### src/rtl/paged_reg_bridge_pkg.sv
package paged_reg_bridge_pkg;

  localparam int MDEV_W  = 5;
  localparam int MREG_W  = 5;
  localparam int HALF_W  = 16;
  localparam int WORD_W  = 2 * HALF_W;

  typedef enum logic [2:0] {
    ST_IDLE,
    ST_PAGE,
    ST_SETTLE,
    ST_FIRST,
    ST_SECOND,
    ST_RESP
  } bridgeState_t;

  typedef enum logic [1:0] {
    PH_PAGE,
    PH_FIRST,
    PH_SECOND
  } phase_t;

  typedef struct packed {
    logic   latchReq;
    logic   capFirst;
    logic   capSecond;
    phase_t phase;
  } dpStrobe_t;

endpackage

### src/rtl/paged_reg_bridge_dpath.sv
module paged_reg_bridge_dpath
  import paged_reg_bridge_pkg::*;
#(
  parameter int PAGE_W   = 9,
  parameter int DEVSEL_W = 3,
  parameter int REGSEL_W = 4,
  parameter logic [MDEV_W-1:0] DEV_BASE = 5'h10,
  parameter logic [MDEV_W-1:0] PAGE_DEV = 5'h18,
  parameter logic [MREG_W-1:0] PAGE_REG = 5'h00,
  localparam int ADDR_W = 2 + REGSEL_W + DEVSEL_W + PAGE_W
) (
  input  logic                clk,
  input  logic                rstN,
  input  dpStrobe_t           strobe,
  input  logic                reqWrite,
  input  logic [ADDR_W-1:0]   reqAddr,
  input  logic [WORD_W-1:0]   reqWdata,
  input  logic [HALF_W-1:0]   mgmtRdata,
  output logic                mgmtWrite,
  output logic [MDEV_W-1:0]   mgmtDev,
  output logic [MREG_W-1:0]   mgmtReg,
  output logic [HALF_W-1:0]   mgmtWdata,
  output logic [WORD_W-1:0]   rspRdata
);

  localparam int REG_LSB = 2;
  localparam int DEV_LSB = REG_LSB + REGSEL_W;
  localparam int PAG_LSB = DEV_LSB + DEVSEL_W;

  logic [ADDR_W-1:0] addrQ;
  logic [WORD_W-1:0] wdataQ;
  logic              writeQ;
  logic [WORD_W-1:0] rdataQ;

  logic [PAGE_W-1:0]   pageSel;
  logic [DEVSEL_W-1:0] devSel;
  logic [REGSEL_W-1:0] regSel;
  logic [MDEV_W-1:0]   dataDev;
  logic [MREG_W-1:0]   lowReg;
  logic [MREG_W-1:0]   highReg;

  always_ff @(posedge clk) begin
    if (!rstN) begin
      addrQ  <= '0;
      wdataQ <= '0;
      writeQ <= 1'b0;
    end else if (strobe.latchReq) begin
      addrQ  <= reqAddr;
      wdataQ <= reqWdata;
      writeQ <= reqWrite;
    end
  end

  always_ff @(posedge clk) begin
    if (!rstN) begin
      rdataQ <= '0;
    end else begin
      if (strobe.capFirst && !writeQ)  rdataQ[HALF_W-1:0]      <= mgmtRdata;
      if (strobe.capSecond && !writeQ) rdataQ[WORD_W-1:HALF_W] <= mgmtRdata;
    end
  end

  assign pageSel = addrQ[PAG_LSB +: PAGE_W];
  assign devSel  = addrQ[DEV_LSB +: DEVSEL_W];
  assign regSel  = addrQ[REG_LSB +: REGSEL_W];

  assign dataDev = DEV_BASE | MDEV_W'(devSel);
  assign lowReg  = MREG_W'({regSel, 1'b0});
  assign highReg = MREG_W'({regSel, 1'b1});

  always_comb begin
    mgmtWrite = 1'b1;
    mgmtDev   = PAGE_DEV;
    mgmtReg   = PAGE_REG;
    mgmtWdata = HALF_W'(pageSel);
    unique case (strobe.phase)
      PH_FIRST: begin
        mgmtWrite = writeQ;
        mgmtDev   = dataDev;
        mgmtReg   = writeQ ? highReg : lowReg;
        mgmtWdata = writeQ ? wdataQ[WORD_W-1:HALF_W] : '0;
      end
      PH_SECOND: begin
        mgmtWrite = writeQ;
        mgmtDev   = dataDev;
        mgmtReg   = writeQ ? lowReg : highReg;
        mgmtWdata = writeQ ? wdataQ[HALF_W-1:0] : '0;
      end
      default: ;
    endcase
  end

  assign rspRdata = rdataQ;

endmodule

### src/rtl/paged_reg_bridge_ctrl.sv
module paged_reg_bridge_ctrl
  import paged_reg_bridge_pkg::*;
#(
  parameter int SETTLE_CYCLES = 16,
  localparam int CNT_W = $clog2(SETTLE_CYCLES + 1)
) (
  input  logic      clk,
  input  logic      rstN,
  input  logic      reqValid,
  input  logic      mgmtDone,
  output logic      reqReady,
  output logic      mgmtValid,
  output logic      rspValid,
  output dpStrobe_t strobe
);

  bridgeState_t state, stateNext;
  logic [CNT_W-1:0] settleCnt;

  always_comb begin
    stateNext = state;
    unique case (state)
      ST_IDLE:   if (reqValid)   stateNext = ST_PAGE;
      ST_PAGE:   if (mgmtDone)   stateNext = ST_SETTLE;
      ST_SETTLE: if (settleCnt == '0) stateNext = ST_FIRST;
      ST_FIRST:  if (mgmtDone)   stateNext = ST_SECOND;
      ST_SECOND: if (mgmtDone)   stateNext = ST_RESP;
      ST_RESP:                   stateNext = ST_IDLE;
      default:                   stateNext = ST_IDLE;
    endcase
  end

  always_ff @(posedge clk) begin
    if (!rstN) state <= ST_IDLE;
    else       state <= stateNext;
  end

  always_ff @(posedge clk) begin
    if (!rstN) begin
      settleCnt <= '0;
    end else if (state == ST_PAGE && mgmtDone) begin
      settleCnt <= CNT_W'(SETTLE_CYCLES - 1);
    end else if (state == ST_SETTLE && settleCnt != '0) begin
      settleCnt <= settleCnt - 1'b1;
    end
  end

  assign reqReady  = (state == ST_IDLE);
  assign rspValid  = (state == ST_RESP);
  assign mgmtValid = (state == ST_PAGE) || (state == ST_FIRST) || (state == ST_SECOND);

  always_comb begin
    strobe.latchReq  = (state == ST_IDLE) && reqValid;
    strobe.capFirst  = (state == ST_FIRST) && mgmtDone;
    strobe.capSecond = (state == ST_SECOND) && mgmtDone;
    unique case (state)
      ST_FIRST:  strobe.phase = PH_FIRST;
      ST_SECOND: strobe.phase = PH_SECOND;
      default:   strobe.phase = PH_PAGE;
    endcase
  end

endmodule

### src/rtl/paged_reg_bridge.sv
module paged_reg_bridge
  import paged_reg_bridge_pkg::*;
#(
  parameter int SETTLE_CYCLES = 16,
  parameter int PAGE_W   = 9,
  parameter int DEVSEL_W = 3,
  parameter int REGSEL_W = 4,
  parameter logic [4:0] DEV_BASE = 5'h10,
  parameter logic [4:0] PAGE_DEV = 5'h18,
  localparam int ADDR_W = 2 + REGSEL_W + DEVSEL_W + PAGE_W
) (
  input  logic              clk,
  input  logic              rstN,
  input  logic              reqValid,
  output logic              reqReady,
  input  logic              reqWrite,
  input  logic [ADDR_W-1:0] reqAddr,
  input  logic [31:0]       reqWdata,
  output logic              rspValid,
  output logic [31:0]       rspRdata,
  output logic              mgmtValid,
  output logic              mgmtWrite,
  output logic [4:0]        mgmtDev,
  output logic [4:0]        mgmtReg,
  output logic [15:0]       mgmtWdata,
  input  logic [15:0]       mgmtRdata,
  input  logic              mgmtDone
);

  dpStrobe_t strobe;

  paged_reg_bridge_ctrl #(
    .SETTLE_CYCLES(SETTLE_CYCLES)
  ) u_ctrl (
    .clk      (clk),
    .rstN     (rstN),
    .reqValid (reqValid),
    .mgmtDone (mgmtDone),
    .reqReady (reqReady),
    .mgmtValid(mgmtValid),
    .rspValid (rspValid),
    .strobe   (strobe)
  );

  paged_reg_bridge_dpath #(
    .PAGE_W  (PAGE_W),
    .DEVSEL_W(DEVSEL_W),
    .REGSEL_W(REGSEL_W),
    .DEV_BASE(DEV_BASE),
    .PAGE_DEV(PAGE_DEV),
    .PAGE_REG(5'h00)
  ) u_dpath (
    .clk      (clk),
    .rstN     (rstN),
    .strobe   (strobe),
    .reqWrite (reqWrite),
    .reqAddr  (reqAddr),
    .reqWdata (reqWdata),
    .mgmtRdata(mgmtRdata),
    .mgmtWrite(mgmtWrite),
    .mgmtDev  (mgmtDev),
    .mgmtReg  (mgmtReg),
    .mgmtWdata(mgmtWdata),
    .rspRdata (rspRdata)
  );

endmodule

### config.mk
export PLATFORM = sky130hd
export DESIGN_NAME = paged_reg_bridge
export DESIGN_NICKNAME = d
export VERILOG_FILES = /design/src/rtl/paged_reg_bridge_pkg.sv /design/src/rtl/paged_reg_bridge_dpath.sv /design/src/rtl/paged_reg_bridge_ctrl.sv /design/src/rtl/paged_reg_bridge.sv
export SDC_FILE = /design/constraint.sdc
export NUM_CORES = 1
export LEC_CHECK = 0
export ABC_AREA = 1
export BUFFER_PORTS_ARGS = -buffer_cell sky130_fd_sc_hd__buf_2
export CORE_ASPECT_RATIO = 0.75
export CORE_UTILIZATION = 52
export DETAILED_ROUTE_END_ITERATION = 16
export PLACE_DENSITY = 0.83
export SYNTH_ARGS = -nofsm -noshare
export SYNTH_HDL_FRONTEND = slang
export SYNTH_SLANG_ARGS = --single-unit
### constraint.sdc
create_clock -name clk -period 4.51 [get_ports clk]
set_clock_uncertainty 0.2 [all_clocks]
set_input_delay 0.451 -clock clk [delete_from_list [all_inputs] [get_ports clk]]
set_output_delay 0.451 -clock clk [all_outputs]
set_load 0.01 [all_outputs]
== After elaboration in Yosys (flattened, before gate mapping) ==
Cells that the tools add are included.
Storage, ports and cells
  register bits after elaboration: 91
  input bits: 71
  output and inout port bits: 62
  word-level logic and storage cells: 56
Cells by class
  add/subtract/negate cells: 1
  eq/ne operators: 12
  mux-type cells: 17
  bitwise operators: 1
  reductions and logical operators: 17
Operator list (count)
  $mux 16: 2
  $pmux 16 s2: 1
  $mux 3: 5
  $pmux 3 s5: 1
  $mux 4: 3
  $pmux 5 s2: 1
  $ne 2x2->1 const B: 4
  $logic_and 1x1->1: 7
  $eq 3x2->1 const B: 2
  $eq 3x3->1 const B: 2
  $logic_not 5->1: 1
  $reduce_and 5->1: 1
  $reduce_bool 5->1: 1
  $sub 5x1->5 const B: 1
  $pmux 2 s2: 1
  $reduce_or 2->1: 2
  $eq 3x1->1 const B: 1
  $logic_not 3->1: 1
  $mux 1: 3
  $eq 2x1->1 const B: 1
  $eq 2x2->1 const B: 1
  $logic_or 1x1->1: 2
  $ne 2x1->1 const B: 1
  $reduce_bool 2->1: 1
  2 further kinds: 2

== Depth between registers and ports, before layout ==
  depth after elaboration: 5
  depth in mapped cells: 11
  depth with buffers taken out: 11

== Modules after synthesis ==
From an unflattened synthesis, not the netlist that was laid out.
Second synthesis, totals
  cells, all modules: 597
  area total of the unflattened synthesis: 4055.1 um2
Modules (own cells, without submodules)
  paged_reg_bridge_dpath: instances 1, cells an instance 519, area each 3562.2 um2, seq. area each 1621.6 um2
  paged_reg_bridge_ctrl: instances 1, cells an instance 78, area each 493.0 um2, seq. area each 160.2 um2

== Worst setup path before layout ==
OpenSTA, ideal clock, no wires.
  kind: register -> output
  from: reg u_ctrl.state[0]
  to: out mgmtWdata[6]
  arrival time: 1242 ps
  required time: 3859 ps
  setup slack: 2617 ps
  stages on the path, launching flop included: 8
  path buffers: 2
  cells stage by stage: dfxtp_1 -> buf_6 -> nor2_1 -> nand2_1 -> inv_2 -> nand2_1 -> buf_6 -> o221ai_1
On the way
  word-level cells in the longest chain between the ends: 4
  elaborated cells between the ends (all ways): 6
  those cells by class: 4 x eq/ne; 2 x mux
RTL lines
  start, declared: line paged_reg_bridge_ctrl.sv:17  | bridgeState_t state, stateNext;
  start signal, assigned: line paged_reg_bridge_ctrl.sv:35  | else state <= stateNext;
  $eq 3x3->1 / $eq 3x2->1 (equally long branches): line paged_reg_bridge_ctrl.sv:56  | unique case (state)
  $pmux 2 s2 (*): line paged_reg_bridge_ctrl.sv:56
  $eq 2x2->1 / $eq 2x1->1 (equally long branches): line paged_reg_bridge_dpath.sv:76  | unique case (strobe.phase)
  $pmux 16 s2 (*): line paged_reg_bridge_dpath.sv:76
  end, declared: line paged_reg_bridge.sv:25  | output logic [15:0] mgmtWdata,
Mark *: on every way between the ends. The rest lies on a longest branch, timed or not.

== Worst setup path after layout ==
  from: reg u_ctrl.state[1]
  to: out mgmtWdata[4]
Same word-level chain as after synthesis.

==> qor.yml <==
drc: 0
tightest_slew_ns: 0.742
antenna_found_initial: 0
finalSetupViolations: 0
cts-resized-gates: 0
start_util_pct: 54.1
crit_top_cell: "nand2_1"
drtAntennaViolNets: 0
relSlewSlack_pct: 50.6
max_freq_ghz: 0.366
hold_buffers: 0
first_pass_iters: 4
max_stage_delay_ns: 0.42
drt_iter0_drc: 118
vdd_ir_drop_max_uv: 232
final_common_cell: "buf_2"
grt_start_max_net_pins: 90
grt-ovfl-total: 0
clk_pin_slew_worst_paths_ns: 0.10
crit_path_max_fanout: 16
yosys_warnings: 0
grtUsageMet3_pct: 6.50
finalHoldViolCount: 0
hold_class: "in2reg"
path_cells: "nor2_1, nand2_1, inv_2, nand2_1, o221ai_1, buf_2"
drt_wl_total_um: 8720
cts_made_buffers: 9
clockRootBuffer: "clkbuf_8"
worst-endpoint-arrival_ns: 2.08
crit_required_ns: 3.86
rsz0062_at_grt: "false"
hpwl_um: 6180
clockBufferDepth: 2
drive_gt1_share_pct: 27.1
ys_ff_latch: 89
power_density_nw_per_um2: 550
cts.sinks: 89
slowest_stage: "dfxtp_1"
use_met2_pct: 41.9
ys_types: 27
area_delta_synth_final_pct: 21.4
synth_nets: 562
drv_slew: 0
post-cts-setup-buffers: 0
start_kind: "register"
post_drt_wl_per_cell_um: 12.4
syn_area_sq_um: 3710
num_antenna_cells: 0
crit_path_end_kind: "output pin"
cts_tree: "built"
clock_latency_ns: 0.36
ios: 133
core_area_sq_um: 6860
final_cell_mix: "buf_2 (129), dfxtp_1 (89), nor2_1 (82)"
die_w_um: 99.6
period_needed_ns: 2.73
grtUsageTotal_pct: 23.1
rows: 26
period_share_pct: 60.5
dp_cells: 688
htreeDepth: 3
vias: 3518
final_cells: 704
vias_per_cell: 5.00
die_y_um: 75.2
nets: 674
worstSetupPathType: "reg2out"
grt_most_used_layer: "met2"
outcome: "complete, no violations"
ys_seq_area_share_pct: 48.0
synth_cells: 489
r2r_setup_slack_ns: 2.38
syn_avg_cell_area_sq_um: 7.59
die_area_sq_um: 7480
fin_tns_setup_ns: 0
first_global_vias: 3172
io_buffer_count: 129
grt_use_met1_pct: 27.4
grt_pass1_wl_um: 13600
cap_violations: 0
p_leak_nw: 2.10
gp_congestion: 0.873
[where the power goes]
group / switching (mW) / leakage [nW] / total [mW] / internal (mW)
registers: 0.0925 / 0.728 / 1.07 / 0.976
logic: 0.549 / 1.27 / 0.855 / 0.306
clock network: 0.292 / 0.102 / 0.556 / 0.264
total: 0.933 / 2.10 / 2.48 / 1.55
[cells by family (layout without fill, tap and decap cells)]
group                      Yosys count  after routing  share of synthesized area, %
and+or+nand+nor                    164            164                          19.0
AOI/OAI and AO/OA                  143            143                          20.8
xor gates and xnor gates             2              2                         0.472
other                                1              1                         0.101
buffers and inverters               88            205                          11.0
adders and majority gates            2              2                         0.674
DFF                                 89             89                          48.0
[critical path, delay by kind of cell, from the launching register on]
kind            cells  cell delay, ns
buf+inv             2            0.29
compound gates      1            0.36
flops               1            0.42
simple gates        3            0.66
[state kept, by name (all words and copies together) (netlist names)]
register / flops
u_dpath.rspRdata: 32
u_ctrl.state: 3
u_dpath.wdataQ: 32
u_ctrl.settleCnt: 5
u_dpath.addrQ: 16
u_dpath.writeQ: 1
[routing by layer]
metal,part of all wire (%),vias to the layer above
met1,45,1613
met4,0.67,0
met2,50,83
met3,5.0,6
li1,-,1816
met5,0,-
[Yosys cell counts (all sizes together)]
library cell,count,area share (%)
dfxtp,89,48
conb,1,0.10
nand4,4,0.67
nor3,1,0.13
o22ai,7,1.2
o21ai,75,10
nand3b,2,0.40
nand2,59,7.0
inv,59,6.1
nand3,14,1.9
o221ai,9,2.5
nor2,84,8.9
clkbuf,8,0.81
ha,2,0.67
a21oi,52,7.0
buf,21,4.1
xnor2,2,0.47
[metrics by stage]
step / power [mW] / hold slack (ns) / instance area [sq um] / util (%) / worst slack, ns
2_1_floorplan: 1.73 / 0.229 / 3710 / - / 2.62
3_3_place_gp: 1.89 / 0.237 / 4310 / 62.7 / 2.23
3_5_place_dp: 1.94 / 0.248 / 4310 / 62.7 / 2.18
4_1_cts: 2.49 / 0.133 / 4510 / 65.7 / 1.76
5_1_grt: 2.66 / 0.145 / 4510 / 65.7 / 1.62
6_report: 2.48 / 0.147 / 4510 / 65.7 / 1.78
[worst paths after layout]
| path | from | end | cells past startpoint |
|---|---|---|---|
| max reg2reg | u_ctrl.state[2] | u_dpath.addrQ[8] | 6 |
| min reg2reg | u_dpath.wdataQ[14] | u_dpath.wdataQ[14] | 2 |
| min | reqAddr[9] | u_dpath.addrQ[9] | 3 |
| max | u_ctrl.state[1] | mgmtWdata[4] | 6 |
[layout make-up]
type / instances / area, sq um
clock buffer: 10 / 128
timing repair buffer: 130 / 653
sequential: 89 / 1780
fill: 616 / 2360
clock inverter: 6 / 73.8
inverter: 59 / 226
tap: 98 / 123
multi-input combinational: 312 / 1520
Power figures use the tool's default switching activity.
